**config.mk**
```make
export PLATFORM = sky130hd
export DESIGN_NAME = acpi_sleep_ctl
export DESIGN_NICKNAME = d
export VERILOG_FILES = /design/src/rtl/acpi_pwr_pkg.sv /design/src/rtl/acpi_mains_track.sv /design/src/rtl/acpi_restore_policy.sv /design/src/rtl/acpi_state_seq.sv /design/src/rtl/acpi_last_state.sv /design/src/rtl/acpi_sleep_ctl.sv
export SDC_FILE = /design/constraint.sdc
export NUM_CORES = 1
export LEC_CHECK = 0
export BUFFER_PORTS_ARGS = -buffer_cell sky130_fd_sc_hd__buf_2
export CORE_AREA = 2 2 39 41
export CTS_CLUSTER_SIZE = 8
export DETAILED_ROUTE_END_ITERATION = 12
export DIE_AREA = 0 0 41 43
export SYNTH_ARGS = -nofsm -noshare
export SYNTH_HDL_FRONTEND = slang
export SYNTH_SLANG_ARGS = --single-unit
export TNS_END_PERCENT = 50
```
**constraint.sdc**
```tcl
create_clock -name clk -period 2.4 [get_ports clk]
set_input_delay 0.24 -clock clk [delete_from_list [all_inputs] [get_ports clk]]
set_output_delay 0.24 -clock clk [all_outputs]
set_load 0.01 [all_outputs]
```
**src/rtl/acpi_pwr_pkg.sv**
```systemverilog
// Package acpi_pwr_pkg
// Shared state type, recovery-mode codes and the mapping from internal
// state to the two-bit visible code. Assumes the mode field stays two bits.
package acpi_pwr_pkg;

    localparam int MODE_W = 2;
    localparam int VIS_W  = 2;

    // Internal states: three resting states plus two single-cycle passes
    typedef enum logic [2:0] {
        PS_ON   = 3'd0,
        PS_SUSP = 3'd1,
        PS_OFF  = 3'd2,
        PS_WAKE = 3'd3,
        PS_EXIT = 3'd4
    } pstate_t;

    localparam logic [MODE_W-1:0] MODE_OFF  = 2'b00;
    localparam logic [MODE_W-1:0] MODE_ON   = 2'b01;
    localparam logic [MODE_W-1:0] MODE_KEEP = 2'b10;

    localparam logic [VIS_W-1:0] VIS_ON   = 2'b00;
    localparam logic [VIS_W-1:0] VIS_SUSP = 2'b01;
    localparam logic [VIS_W-1:0] VIS_OFF  = 2'b10;

    // Map internal state to the code seen at the port
    function automatic logic [VIS_W-1:0] vis_code(input pstate_t s);
        case (s)
            PS_ON, PS_EXIT:   vis_code = VIS_ON;
            PS_SUSP, PS_WAKE: vis_code = VIS_SUSP;
            default:          vis_code = VIS_OFF;
        endcase
    endfunction

    // States in which the main supply is driven
    function automatic logic is_powered(input pstate_t s);
        is_powered = (s == PS_ON) || (s == PS_EXIT) || (s == PS_WAKE);
    endfunction

endpackage

```
**src/rtl/acpi_mains_track.sv**
```systemverilog
// Module acpi_mains_track
// Remembers the previous mains flag and marks the first cycle in which
// mains is present again. Assumes mains_ok is already synchronous to clk.
// Reset clears the history, so mains present at reset release counts as a
// return of mains.
module acpi_mains_track (
    input  logic clk,
    input  logic rst_n,
    input  logic mains_ok,
    output logic restore_cyc
);

    logic mains_q;

    // Keep one cycle of mains history
    always_ff @(posedge clk) begin
        if (!rst_n) mains_q <= 1'b0;
        else        mains_q <= mains_ok;
    end

    // Rising-edge mark of mains presence
    always_comb restore_cyc = mains_ok && !mains_q;

endmodule

```
**src/rtl/acpi_restore_policy.sv**
```systemverilog
// Module acpi_restore_policy
// Decides, from the recovery setting and the retained bit, whether the
// system should power up when mains returns. Purely combinational; any
// unlisted code is treated as stay-off.
module acpi_restore_policy
    import acpi_pwr_pkg::*;
(
    input  logic [MODE_W-1:0] restore_mode,
    input  logic              last_on,
    output logic              power_up
);

    // Select the power-up decision by mode
    always_comb begin
        case (restore_mode)
            MODE_ON:   power_up = 1'b1;
            MODE_KEEP: power_up = last_on;
            MODE_OFF:  power_up = 1'b0;
            default:   power_up = 1'b0;
        endcase
    end

endmodule

```
**src/rtl/acpi_state_seq.sv**
```systemverilog
// Module acpi_state_seq
// Holds the power state and computes the next state. It reroutes
// suspend-to-off through the working state, sends wakes from off through
// one suspend-coded step, forces off while mains is absent, and registers
// a one-cycle flag for each blocked request. Assumes the inputs are
// synchronous and already decoded to one bit each.
module acpi_state_seq
    import acpi_pwr_pkg::*;
(
    input  logic    clk,
    input  logic    rst_n,
    input  logic    mains_ok,
    input  logic    restore_cyc,
    input  logic    power_up,
    input  logic    req_suspend,
    input  logic    req_off,
    input  logic    wake_evt,
    output pstate_t st,
    output pstate_t st_nxt,
    output logic    blocked
);

    logic blk_d;

    // Next-state selection, with mains loss and restore taking precedence
    always_comb begin
        st_nxt = st;
        blk_d  = 1'b0;
        if (!mains_ok) begin
            st_nxt = PS_OFF;
        end else if (restore_cyc) begin
            st_nxt = power_up ? PS_WAKE : PS_OFF;
        end else begin
            case (st)
                PS_ON: begin
                    if (req_off)          st_nxt = PS_OFF;
                    else if (req_suspend) st_nxt = PS_SUSP;
                end
                PS_SUSP: begin
                    if (req_off) begin
                        st_nxt = PS_EXIT;
                        blk_d  = 1'b1;
                    end else if (wake_evt) begin
                        st_nxt = PS_ON;
                    end
                end
                PS_OFF: begin
                    blk_d = req_suspend;
                    if (wake_evt) st_nxt = PS_WAKE;
                end
                PS_WAKE: st_nxt = PS_ON;
                PS_EXIT: st_nxt = PS_OFF;
                default: st_nxt = PS_OFF;
            endcase
        end
    end

    // State and blocked-flag registers
    always_ff @(posedge clk) begin
        if (!rst_n) begin
            st      <= PS_OFF;
            blocked <= 1'b0;
        end else begin
            st      <= st_nxt;
            blocked <= blk_d;
        end
    end

endmodule

```
**src/rtl/acpi_last_state.sv**
```systemverilog
// Module acpi_last_state
// Retained record of the last power condition. It updates only while
// mains is present: set when heading to working, cleared when heading to
// suspend or off, held through the wake step. Reset value is a parameter.
module acpi_last_state
    import acpi_pwr_pkg::*;
#(
    parameter logic RST_VAL = 1'b0
) (
    input  logic    clk,
    input  logic    rst_n,
    input  logic    mains_ok,
    input  pstate_t st_nxt,
    output logic    last_on
);

    // Record the destination of each move while mains is present
    always_ff @(posedge clk) begin
        if (!rst_n) begin
            last_on <= RST_VAL;
        end else if (mains_ok) begin
            case (st_nxt)
                PS_ON, PS_EXIT:  last_on <= 1'b1;
                PS_SUSP, PS_OFF: last_on <= 1'b0;
                default:         last_on <= last_on;
            endcase
        end
    end

endmodule

```
**src/rtl/acpi_sleep_ctl.sv**
```systemverilog
// Module acpi_sleep_ctl (top)
// Sleep-state sequencer with mains-loss recovery. Combines mains tracking,
// the restore policy, the state sequencer and the retained last-state bit,
// and gates the supply enable directly with mains presence. Assumes all
// inputs are synchronous to clk.
module acpi_sleep_ctl
    import acpi_pwr_pkg::*;
#(
    parameter logic LAST_RST = 1'b0
) (
    input  logic              clk,
    input  logic              rst_n,
    input  logic              mains_ok,
    input  logic              req_suspend,
    input  logic              req_off,
    input  logic              wake_evt,
    input  logic [MODE_W-1:0] restore_mode,
    output logic [VIS_W-1:0]  pwr_state,
    output logic              supply_en,
    output logic              req_blocked,
    output logic              last_on
);

    logic    restore_cyc;
    logic    power_up;
    pstate_t st;
    pstate_t st_nxt;

    acpi_mains_track u_mains (
        .clk         (clk),
        .rst_n       (rst_n),
        .mains_ok    (mains_ok),
        .restore_cyc (restore_cyc)
    );

    acpi_restore_policy u_policy (
        .restore_mode (restore_mode),
        .last_on      (last_on),
        .power_up     (power_up)
    );

    acpi_state_seq u_seq (
        .clk         (clk),
        .rst_n       (rst_n),
        .mains_ok    (mains_ok),
        .restore_cyc (restore_cyc),
        .power_up    (power_up),
        .req_suspend (req_suspend),
        .req_off     (req_off),
        .wake_evt    (wake_evt),
        .st          (st),
        .st_nxt      (st_nxt),
        .blocked     (req_blocked)
    );

    acpi_last_state #(.RST_VAL(LAST_RST)) u_last (
        .clk      (clk),
        .rst_n    (rst_n),
        .mains_ok (mains_ok),
        .st_nxt   (st_nxt),
        .last_on  (last_on)
    );

    // Visible state code and mains-gated supply enable
    always_comb begin
        pwr_state = vis_code(st);
        supply_en = mains_ok && is_powered(st);
    end

endmodule

```
==> results of run 1 <==
==> flip-flops by register name, indices dropped and copies added (netlist names) <==
register and count:
u_last.last_on 1, u_mains.mains_q 1, u_seq.blocked 1, u_seq.st 3
==> cells by family (layout without fill, tap and decap cells) <==
kind of cell / count (synthesis) / in the layout / synth area share
flops: 6 / 6 / 0.337
simple gates: 14 / 14 / 0.281
compound gates: 12 / 12 / 0.228
buf+inv: 5 / 20 / 0.0526
fa+ha+maj: 2 / 2 / 0.0702
mux: 1 / 1 / 0.0316
==> layout by cell type (no fill, tap or decap), drive strengths merged <==
| cell | count |
|---|---|
| a211oi | 1 |
| a21oi | 1 |
| a31o | 1 |
| a31oi | 2 |
| and4bb | 1 |
| buf | 12 |
| clkbuf | 3 |
| dfxtp | 6 |
| ha | 2 |
| inv | 5 |
| mux2 | 1 |
| nand2 | 2 |
| nand2b | 1 |
| nand3 | 1 |
| nand3b | 1 |
| nand4 | 1 |
| nor2 | 1 |
| nor2b | 1 |
| nor3 | 1 |
| nor3b | 1 |
| o211a | 1 |
| o21ai | 4 |
| o21ba | 1 |
| o21bai | 1 |
| or3 | 2 |
| or4 | 1 |
==> metrics by stage <==
stage	hold slack (ns)	cell area (sq um)
floorplan	0.349	357
global route	0.253	459
finish	0.225	459
CTS	0.227	459
detailed placement	0.482	437
global placement	0.481	437
==> worst register-to-register path, cell delays in order (launching register included) <==
cell	delay, ns
sky130_fd_sc_hd__dfxtp_1	0.33
sky130_fd_sc_hd__nand2b_4	0.17
sky130_fd_sc_hd__or4_4	0.50
sky130_fd_sc_hd__a31o_1	0.22
sky130_fd_sc_hd__a31oi_1	0.16
==> how the worst min path moves through the flow <==
stage	cells after the start	slack, ns	to	startpoint
after floorplan	2	0.35	u_last.last_on$_SDFFE_PN0P_	rst_n
after global placement	3	0.48	u_last.last_on$_SDFFE_PN0P_	rst_n
after detailed placement	3	0.48	u_last.last_on$_SDFFE_PN0P_	rst_n
after CTS	3	0.23	u_last.last_on$_SDFFE_PN0P_	rst_n
after global routing	3	0.25	u_last.last_on$_SDFFE_PN0P_	rst_n
final	3	0.23	u_last.last_on$_SDFFE_PN0P_	rst_n
==> routing by layer <==
layer | wire [um] | GRT usage | vias up
met5 | 0 | 0 | -
met4 | 0 | 0.0600 | 0
met3 | 66 | 0.0471 | 0
met2 | 343 | 0.147 | 13
met1 | 370 | 0.135 | 151
li1 | - | - | 177
==> where the power goes <==
part	internal (uW)	leakage (uW)	total [uW]	switching, uW
logic	12.8	0.000146	26.7	14.0
registers	102	0.0000488	104	2.06
clock network	56.6	0.0000138	94.0	37.3
total	171	0.000209	225	53.4
==> final cells by class <==
class                      count  area [sq um]
clock buffer                   3          22.5
fill                         150           925
inverter                       5          18.8
multi-input combinational     29           218
sequential                     6           120
tap                           16          20.0
timing repair buffer          12          60.1
==> run metrics, run 1 <==
Net Count, Synth 50; Final Max Tran Viols 0; status complete, no violations; Yosys warnings 0; Reg2Reg Depth 4; area growth from synthesis to final layout 28.8%; hold_buf cts 0; total placed cells including tap cells 68; clock tree from TritonCTS yes; Worst path slowest cell sky130_fd_sc_hd__or4_4; share of the core filled with cells 0.332; cells resized by post-CTS repair 0; cells taking the most area after synthesis sky130_fd_sc_hd__dfxtp_1, sky130_fd_sc_hd__ha_1, sky130_fd_sc_hd__o21ai_0; total grt overflow 0; crit path setup slack, layout 0.942 ns; post-synthesis async set-or-reset flop share 0; slew at the pin closest to its max-slew limit 0.385 ns; largest net degree at the start of global routing 9; effective utilization at floorplan 0.258; number of buffers and inverters on the critical path 0; Worst EP arrival 1.63 ns; worst endpoint required time 2.57 ns; # H-tree levels 1; aggregate routed wire length 780 um; remaining max-slew budget at the tightest pin 0.740; startpoint class of the critical path register; total negative setup slack 0 ns; top-area cell type share of the netlist area 0.337; Die Wd 41 um; CORE AREA 1380 sq um; RSZ-0062 raised after global routing false; Commonest cells post-synth sky130_fd_sc_hd__dfxtp_1, sky130_fd_sc_hd__inv_1, sky130_fd_sc_hd__o21ai_0; Worst-Skew Late Latency 0.24 ns; Max-Cap Viols 0; Detail Route Antenna Nets 0; fraction of layout instances using a drive strength above 1 0.382; worst flop-to-flop path endpoint u_last.last_on$_SDFFE_PN0P_; R2R setup slack 0.94 ns; number of buffers created by CTS 3; Core Rows 14; chain of cells forming the critical path nand2b_4 > or4_4 > a31o_1 > a31oi_1; Critical path origin u_seq.st[2]$_SDFF_PN0_; category of the most critical setup path register to register; Setup crit end u_last.last_on$_SDFFE_PN0P_; final net count 67; final hold violation count 0; number of global-route vias before repair 302; Pre-antenna DRT Iters 4; global placement routability congestion 0.701; Routed WL per cell 11.0 um; global-route wire length before repair 1.24 mm; origin of the critical flop-to-flop path u_seq.st[2]$_SDFF_PN0_; Final HPWL DP 595 um; Post-Syn Area per Cell 8.91 sq um; total of flip-flops plus latches after synthesis 6; final setup vio count 0; critical path peak fanout 7; die area 1760 sq um; Layout Skew 0.000420 ns; number of buffers inserted to repair setup after CTS 0; average vias per placed instance 4.80; Top Ports 13; GRT Overall Usage 0.107; critical path endpoint category register; gate count after technology mapping 40; Min-Delay Path Class primary input to register; worst slack, placed 0.922 ns; maximum operating frequency 686 MHz; critical path's top delay family simple AND/OR/NAND/NOR gates; vias 341; sequential fraction of the synthesis area 0.337; clock slew at the register clock pins of the worst setup and hold paths 0.05 ns; Max clock buf depth 2; library cell used as clock root buffer sky130_fd_sc_hd__clkbuf_4; P per Cell Area 489 nW/um^2; Peak VDD IR 0.290 mV; number of antenna violations at the first check in global routing 0; Crit. path cell count 4; static leakage power 0.000209 uW; distinct cell type count after synthesis 25; most instantiated flip-flop cell in the synthesis netlist sky130_fd_sc_hd__dfxtp_1; input/output buffers 12; fin crit share 0.607; Die Span Y 43 um; TritonCTS sink count 6; post-synthesis instance area 357 sq um; Min Clock Period, post-route 1.46 ns; most frequent cell after synthesis sky130_fd_sc_hd__dfxtp_1; number of non-filler instances in the completed layout 71; drc violations 0; First DRT Iteration DRCs 2; Slowest Stage Delay on Critical Path 0.50 ns; dominant cell type by area after synthesis sky130_fd_sc_hd__dfxtp_1; Ant. Diodes 0; number of enable flip-flop cells after synthesis 0; Power, Total 225 uW
Power figures use the tool's default switching activity.
==> inputs of run 2 (changes only) <==
clock period = 1.4 ns   (was 2.4 ns; I/O delays follow)
==> run metrics, run 2 (synthesis gave the netlist of run 1 again) <==
clock tree from TritonCTS yes; Layout Skew 0.00155 ns (+0.00113 ns); Peak VDD IR 0.211 mV (-27%); clock slew at the register clock pins of the worst setup and hold paths 0.04 ns (about the same); layer with the highest usage after global routing met2; Routed WL per cell 10.3 um (-6.1%); most common cell after layout, fill and taps aside sky130_fd_sc_hd__buf_2; global-route wire length before repair 1.31 mm (+6.2%); Worst-Skew Late Latency 0.24 ns (about the same); P per Cell Area 784 nW/um^2 (+60%); final setup vio count 0 (unchanged); status complete, no violations; number of buffers inserted to repair setup after CTS 0 (unchanged); drc violations 0 (unchanged); Reg2Reg Depth 4 (unchanged); Final Max Tran Viols 0 (unchanged); Die Wd 41 um (unchanged); remaining max-slew budget at the tightest pin 0.784 (+0.0436); Worst EP arrival 1.50 ns (-0.13 ns); effective utilization at floorplan 0.258 (unchanged); Hold Crit Endpoint u_last.last_on$_SDFFE_PN0P_; area growth from synthesis to final layout 37.9%; Detail Route Antenna Nets 0 (unchanged); Max-Cap Viols 0 (unchanged); input/output buffers 12 (unchanged); fraction of layout instances using a drive strength above 1 0.458 (+0.0758); Pre-antenna DRT Iters 2 (-2); slew at the pin closest to its max-slew limit 0.321 ns (-0.0647 ns); aggregate routed wire length 774 um (-0.77%); hold slack final 0.121 ns (-0.104 ns); Ant. Diodes 0 (unchanged); Die Span Y 43 um (unchanged); static leakage power 0.000229 uW (+9.7%); total grt overflow 0 (unchanged); Top Ports 13 (unchanged); critical path endpoint category register; total negative setup slack 0 ns (unchanged); library cell used as clock root buffer sky130_fd_sc_hd__clkbuf_4; critical path peak fanout 3 (-4); number of global-route vias before repair 330 (+9.3%); met3 demand-to-capacity share in global routing 0.0681 (+0.0209); hold path startpoint rst_n; RSZ-0062 raised after global routing false; number of buffers created by CTS 3 (unchanged); CORE AREA 1380 sq um (unchanged); global-route track usage on met2 0.153 (+0.00625); worst endpoint required time 1.57 ns (-1.00 ns); TritonCTS sink count 6 (unchanged); origin of the critical flop-to-flop path u_seq.st[2]$_SDFF_PN0_; hold_buf cts 0 (unchanged); category of the most critical setup path register to register; # H-tree levels 1 (unchanged); Min-Delay Path Class primary input to register; maximum operating frequency 752 MHz (+9.7%); final hold violation count 0 (unchanged); die area 1760 sq um (unchanged); GRT Overall Usage 0.116 (+0.00914); global placement routability congestion 0.816 (+16%); fin crit share 0.949 (+0.342); register with the most flip-flops u_seq.st; Max clock buf depth 2 (unchanged); Final HPWL DP 615 um (+3.3%); startpoint class of the critical path register; vias 350 (+2.6%); worst flop-to-flop path endpoint u_last.last_on$_SDFFE_PN0P_; First DRT Iteration DRCs 1 (-1); met1 usage 0.135 (+0.000433); number of antenna violations at the first check in global routing 0 (unchanged); Min Clock Period, post-route 1.33 ns (-0.128 ns); final net count 71 (+6.0%); Core Rows 14 (unchanged); number of flip-flops under the largest register name 3 (unchanged); largest net degree at the start of global routing 8 (-1); R2R setup slack 0.07 ns (-0.87 ns); average vias per placed instance 4.67 (-2.8%); Hold Path Depth 3 (unchanged); most used cells in the layout excluding fill and tap cells sky130_fd_sc_hd__buf_2, sky130_fd_sc_hd__inv_1, sky130_fd_sc_hd__o21ai_0, sky130_fd_sc_hd__buf_4, sky130_fd_sc_hd__dfxtp_1
run 2: changes by cell type in the layout (fill, tap and decap cells not counted), sizes merged:
| cell | before | now |
|---|---|---|
| buf | 12 | 16 |
run 2: routing by layer:
layer	up-vias	routed length (um)
met5	-	0
met4	0	0
met3	0	62
met2	11	333
met1	151	378
li1	188	-
run 2: layout make-up:
type / count / area, sq um
multi-input cells: 29 / 218
clock buffers: 3 / 22.5
repair buffers: 16 / 90.1
inverters: 5 / 18.8
fillers: 151 / 892
well taps: 16 / 20.0
flip-flops and latches: 6 / 123
run 2: how the worst max path moves through the flow:
stage                                     startpoint                          end  slack [ns]  cells after the start
final                         u_seq.st[2]$_SDFF_PN0_  u_last.last_on$_SDFFE_PN0P_        0.07                      4
after global routing          u_seq.st[2]$_SDFF_PN0_  u_last.last_on$_SDFFE_PN0P_       0.002                      4
after CTS                 u_mains.mains_q$_SDFF_PN0_  u_last.last_on$_SDFFE_PN0P_        0.03                      4
after detailed placement  u_mains.mains_q$_SDFF_PN0_  u_last.last_on$_SDFFE_PN0P_        0.04                      4
after global placement        u_seq.st[2]$_SDFF_PN0_  u_last.last_on$_SDFFE_PN0P_        0.07                      4
after floorplan               u_seq.st[2]$_SDFF_PN0_  u_last.last_on$_SDFFE_PN0P_        0.04                      4
run 2: critical path: stages (launching register included):
cell and delay (ns):
sky130_fd_sc_hd__dfxtp_1 0.31, sky130_fd_sc_hd__nand2b_4 0.14, sky130_fd_sc_hd__or4_4 0.49, sky130_fd_sc_hd__a31o_1 0.22
sky130_fd_sc_hd__a31oi_1 0.11
run 2: where the power goes:
| group | internal (uW) | switching [uW] |
|---|---|---|
| logic | 24.9 | 25.3 |
| clock network | 96.8 | 60.6 |
| registers | 175 | 2.73 |
run 2: per-stage QoR:
step	setup WS, ns	area [sq um]	instances	power, uW	util
finish	0.0708	492	75	386	0.355
detailed placement	0.0426	467	72	230	0.337
global placement	0.0699	467	72	231	0.337
global route	0.00248	492	75	417	0.355
CTS	0.0302	489	75	395	0.354
floorplan	0.0353	357	40	205	-
run 2: what timing repair did:
action                                 in CTS  in global routing
endpoints found under the hold margin       0                  0
setup endpoints to repair                   0                  2
gates resized for setup                     0                  2
